`config.mk`:
```
export PLATFORM = sky130hd
export DESIGN_NAME = therm_prbs_scrambler
export DESIGN_NICKNAME = d
export VERILOG_FILES = /design/src/rtl/therm_prbs_pkg.sv /design/src/rtl/therm_popcount.sv /design/src/rtl/prbs_lfsr.sv /design/src/rtl/therm_prbs_scrambler.sv
export SDC_FILE = /design/constraint.sdc
export NUM_CORES = 1
export LEC_CHECK = 0
export BUFFER_PORTS_ARGS = -buffer_cell sky130_fd_sc_hd__buf_2
export CAP_MARGIN = 20
export CORE_MARGIN = 2
export CORE_UTILIZATION = 55
export CTS_CLUSTER_DIAMETER = 120
export CTS_CLUSTER_SIZE = 8
export DETAILED_ROUTE_END_ITERATION = 7
export PLACE_DENSITY = 0.78
export SETUP_SLACK_MARGIN = 0.2
export SLEW_MARGIN = 0
export SYNTH_ARGS = -nofsm -noshare
export SYNTH_HDL_FRONTEND = slang
export SYNTH_HIERARCHICAL = 1
export SYNTH_SLANG_ARGS = --single-unit
```
`constraint.sdc`:
```
create_clock -name clk -period 2.35 [get_ports clk]
set_clock_uncertainty 0.1 [all_clocks]
set_input_delay 0.1175 -clock clk [delete_from_list [all_inputs] [get_ports clk]]
set_output_delay 0.1175 -clock clk [all_outputs]
set_load 0.01 [all_outputs]
```
`src/rtl/therm_prbs_pkg.sv`:
```
package therm_prbs_pkg;
    localparam int unsigned DEF_LEVELS   = 15;
    localparam int unsigned DEF_LFSR_LEN = 15;
    localparam int unsigned DEF_TAP_HI   = 15;
    localparam int unsigned DEF_TAP_LO   = 14;
    localparam int unsigned DEF_SYNC     = 2;

    function automatic int unsigned code_width(input int unsigned levels);
        return $clog2(levels + 1);
    endfunction
endpackage

```
`src/rtl/therm_popcount.sv`:
```
module therm_popcount #(
    parameter int unsigned LEVELS = 15,
    parameter int unsigned CODE_W = 4
) (
    input  logic [LEVELS-1:0] therm_i,
    output logic [CODE_W-1:0] code_o
);
    // Counting ones tolerates bubbles that a single-transition search would misread.
    always_comb begin
        code_o = '0;
        for (int i = 0; i < int'(LEVELS); i++) begin
            code_o = code_o + CODE_W'(therm_i[i]);
        end
    end
endmodule

```
`src/rtl/prbs_lfsr.sv`:
```
module prbs_lfsr #(
    parameter int unsigned LEN         = 15,
    parameter int unsigned TAP_HI      = 15,
    parameter int unsigned TAP_LO      = 14,
    parameter int unsigned SYNC_STAGES = 2
) (
    input  logic           clk,
    input  logic           rst_n,
    input  logic           preset_i,
    input  logic           step_i,
    output logic [LEN-1:0] state_o,
    output logic           bit_o
);
    typedef struct packed {
        logic [LEN-1:0]         state;
        logic [SYNC_STAGES-1:0] sync;
    } gen_t;

    gen_t gen_d, gen_q;
    logic preset_async;
    logic hold;

    assign preset_async = preset_i | ~rst_n;
    assign hold         = gen_q.sync[SYNC_STAGES-1];

    always_comb begin
        gen_d      = gen_q;
        gen_d.sync = {gen_q.sync[SYNC_STAGES-2:0], 1'b0};
        if (hold) begin
            gen_d.state = '1;
        end else if (step_i) begin
            gen_d.state = {gen_q.state[LEN-2:0],
                           gen_q.state[TAP_HI-1] ^ gen_q.state[TAP_LO-1]};
        end
    end

    always_ff @(posedge clk or posedge preset_async) begin
        if (preset_async) begin
            gen_q <= '1;
        end else begin
            gen_q <= gen_d;
        end
    end

    assign state_o = gen_q.state;
    assign bit_o   = gen_q.state[LEN-1];
endmodule

```
`src/rtl/therm_prbs_scrambler.sv`:
```
module therm_prbs_scrambler
    import therm_prbs_pkg::*;
#(
    parameter int unsigned LEVELS      = DEF_LEVELS,
    parameter int unsigned LFSR_LEN    = DEF_LFSR_LEN,
    parameter int unsigned TAP_HI      = DEF_TAP_HI,
    parameter int unsigned TAP_LO      = DEF_TAP_LO,
    parameter int unsigned SYNC_STAGES = DEF_SYNC
) (
    input  logic              clk,
    input  logic              rst_n,
    input  logic [LEVELS-1:0] therm_i,
    input  logic              prbs_en_i,
    input  logic              data_en_i,
    input  logic              preset_i,
    output logic [3:0]        word_o
);
    localparam int unsigned CODE_W = code_width(LEVELS);

    typedef struct packed {
        logic [CODE_W-1:0] code;
        logic              mix_bit;
        logic              keep_data;
        logic [CODE_W-1:0] word;
    } pipe_t;

    pipe_t             pipe_d, pipe_q;
    logic [CODE_W-1:0] code_w;
    logic [CODE_W-1:0] lane_w;
    logic [LFSR_LEN-1:0] lfsr_state;
    logic              lfsr_bit;

    therm_popcount #(.LEVELS(LEVELS), .CODE_W(CODE_W)) u_enc (
        .therm_i (therm_i),
        .code_o  (code_w)
    );

    prbs_lfsr #(
        .LEN(LFSR_LEN), .TAP_HI(TAP_HI), .TAP_LO(TAP_LO), .SYNC_STAGES(SYNC_STAGES)
    ) u_lfsr (
        .clk      (clk),
        .rst_n    (rst_n),
        .preset_i (preset_i),
        .step_i   (prbs_en_i),
        .state_o  (lfsr_state),
        .bit_o    (lfsr_bit)
    );

    for (genvar g = 0; g < int'(CODE_W); g++) begin : g_lane
        assign lane_w[g] = pipe_q.keep_data ? (pipe_q.code[g] ^ pipe_q.mix_bit)
                                            : pipe_q.mix_bit;
    end

    always_comb begin
        pipe_d           = pipe_q;
        pipe_d.code      = code_w;
        pipe_d.mix_bit   = prbs_en_i & lfsr_bit;
        pipe_d.keep_data = data_en_i;
        pipe_d.word      = lane_w;
    end

    always_ff @(posedge clk or negedge rst_n) begin
        if (!rst_n) begin
            pipe_q <= '0;
        end else begin
            pipe_q <= pipe_d;
        end
    end

    assign word_o = 4'(pipe_q.word);
endmodule

```
==> summary by stage <==
Critical path
For the worst setup path, the data required time is roughly 2500 ps. For the worst setup path, the data arrival time is between 3000 and 4000 ps. Together, buffers and inverters on the worst path number 2. The maximum net fanout on the critical path is 2. STA classifies the critical path endpoint as a flip-flop. STA classifies the critical path startpoint as an input port.

The critical path is of the in2reg type. For the worst flop-to-flop path, the logic depth is 2. The critical path crosses 9 cells after its start point.

The cell family contributing the most delay on the critical path is adder cells. The signal on the critical path passes through buf_6, fa_1, inv_2, fa_2, fa_1, fa_1, fa_2, fa_1, xnor2_1. On the worst path, the slowest cell contributes a delay of 540 ps. The most numerous cell type found on the critical path is fa_1. The slowest stage of the critical path is the fa_1 cell.

Cells and area
The final antenna diode count is 0. For this run, the share of the core covered by cells in the final layout is around 63%. The post-route netlist has between 30% and 40% of its cells at a drive strength greater than 1. The area added between synthesis and finish is 11.4%. The commonest non-fill, non-tap cell in the layout is buf_2.

The finished cells cover roughly 0.0015 mm². The top cell types in the final layout, fill and taps aside, are buf_2, nand2_1, inv_1, dfstp_2, mux2i_1. The final net count is between 150 and 200.

Synthesis
The average instance in the mapped netlist occupies between 10 and 15 µm². The number of nets in the synthesized netlist is roughly 150. The mapped netlist covers about 0.0014 mm².

The cell count after synthesis is around 110. The number of synthesis warnings is 6.

GRT
The first global-routing pass estimated 3140 µm of wire. The total overflow left after global routing is 0. The initial antenna violation count is 0. The via count of the first global-routing pass is around 840. In the global route stage, overall resource usage came out at between 10% and 20%.

Entering global routing, the biggest net connects 18 pins.

Drt
The final routed wirelength across all metal layers is ~1900 µm. The pre-antenna-repair detailed-routing pass consisted of 4 iterations. The first routing iteration left 5 violations. The number of vias per cell after detailed routing is roughly 4.7. The mean routed wirelength per cell is roughly 11 µm. In the routed design, unresolved DRC markers number 0.

The count of antenna-violating nets left after detailed routing is 0. The number of vias after detailed routing is 792.

Timing
The number of max-slew violations in the final report is 0. The final critical-path required period is 2990 ps. Setup violations remaining at the end of the flow were counted as 4.

For this run, the top clock speed supported by timing is 0.335 GHz. In the post-route analysis, the smallest setup slack over all paths is -635 ps. The number of failing hold endpoints at the final stage came to 0. In the finished design, the share of the clock period the worst path needs comes to 127%. Setup repair after global routing could not meet its margin everywhere.

Place
The count of buffers added on input and output ports is 23. The sum of net half-perimeters after detailed placement is 1400 µm. The congestion estimate from routability-driven global placement came to around 0.68.

The total placed instance area is 0.00147 mm².

Pwr
Registers are responsible for between 50% and 60% of the overall power. The ratio of total power to cell area is 709 mW/mm². The share of power burned in combinational logic is 31.8%.

The fraction of power spent switching nets is 29.4%. The portion of total power attributed to the clock network is 17.5%. For this design the total switching power over the nets is between 0.3 and 0.4 mW. The leakage power total is approximately 0.75 nW. The total design power is about 1.1 mW. Across the VDD grid, the largest voltage drop is between 0.0004 and 0.0005 V. Cell internal power was estimated by the tool at ~0.77 mW.

Hold path
The tightest min-delay check is of the in2async type.

Status
The checks that failed: setup timing. The run finished, with violations left.

Clock network
The later pin in the worst-skew pair is clocked with a latency of 310 ps. Buffers inserted during clock tree synthesis total 3. The deepest level of the CTS H-tree is 1.

In this run the clock root is driven by a clkbuf_4. The TritonCTS clock tree is built. The clock sink count is 27.

Counting along the longest clock path gives a buffer depth of 2. The clock slew at the register clock pins of the worst setup and hold paths is around 130 ps. The number of setup buffers added after CTS is 0.

Floorplanning
The die outline height is 54.1 µm. 24 I/O pins were placed. The number of core rows is 18. The effective utilization at floorplan is around 57%. The total core area is ~0.0024 mm². The die extent in x is 54.1 µm.

The floorplan die area is just under 0.003 mm².

Job
The number of max-cap violations is 0.
path summary, 6_finish.rpt:
kind                                                 from                        endpoint  slack (ps)
worst max register to register  u_lfsr/gen_q[1]$_DFF_PP1_   u_lfsr/state_o[0]$_DFFE_PP1P_        1240
worst max-delay path                           therm_i[5]             pipe_q[8]$_DFF_PN0_        -640
worst min-delay path                                rst_n             word_o[0]$_DFF_PN0_          70
worst min register to register  u_lfsr/gen_d[1]$_DFF_PP1_       u_lfsr/gen_q[1]$_DFF_PP1_         270
min in group clk                               therm_i[4]             pipe_q[6]$_DFF_PN0_         110
max in group asynchronous                           rst_n  u_lfsr/state_o[13]$_DFFE_PP1P_        1420
repair_timing:
item,CTS,global route
hold buffers,3,0
setup endpoints to repair,4,4
pin swaps,1,1
hold endpoints to repair,28,0
resized for setup,1,4
through the flow:
stage          cells  TNS, ps  hold WS, ps  worst slack (ps)
2_1_floorplan    114    -2540         -278              -801
3_3_place_gp     160    -3120         -118              -942
3_5_place_dp     160    -3300         -112              -989
4_1_cts          167    -1810         72.9              -623
5_1_grt          167    -2030         91.6              -676
6_report         167    -1870         73.8              -635
power by group through the flow:
stage,sequential [mW],clock (mW),combinational [mW]
6_report,0.554,0.191,0.348
5_1_grt,0.562,0.220,0.408
2_1_floorplan,0.558,0,0.292
4_1_cts,0.555,0.198,0.348
3_5_place_dp,0.563,0,0.344
3_3_place_gp,0.561,0,0.321
area by class of cell:
class | count | area [µm²]
clock buffers | 3 | 22.5
clock inverters | 1 | 5.00
fillers | 198 | 892
inverters | 21 | 78.8
multi-input cells | 58 | 534
flip-flops and latches | 27 | 697
well taps | 30 | 37.5
repair buffers | 27 | 165
sequential cells by signal, indices dropped and copies added (netlist names):
signal and count:
u_lfsr/gen_q 1, pipe_q 6, word_o 4, u_lfsr/state_o 15, u_lfsr/gen_d 1
per-layer routing:
metal / up-vias / GRT usage, % / routed length [µm]
met3: 4 / 3.33 / 66
met1: 392 / 16.1 / 747
met4: 0 / 7.50 / 38
met5: - / 0 / 0
li1: 379 / - / -
met2: 17 / 28.5 / 1020
worst reg2reg max path: cells and delay by family (launching register included):
| family | cells | cell delay (ps) |
|---|---|---|
| flip-flops | 1 | 550 |
| buffers and inverters | 1 | 190 |
| AO/OA/AOI/OAI | 1 | 200 |
Power figures use the tool's default switching activity.
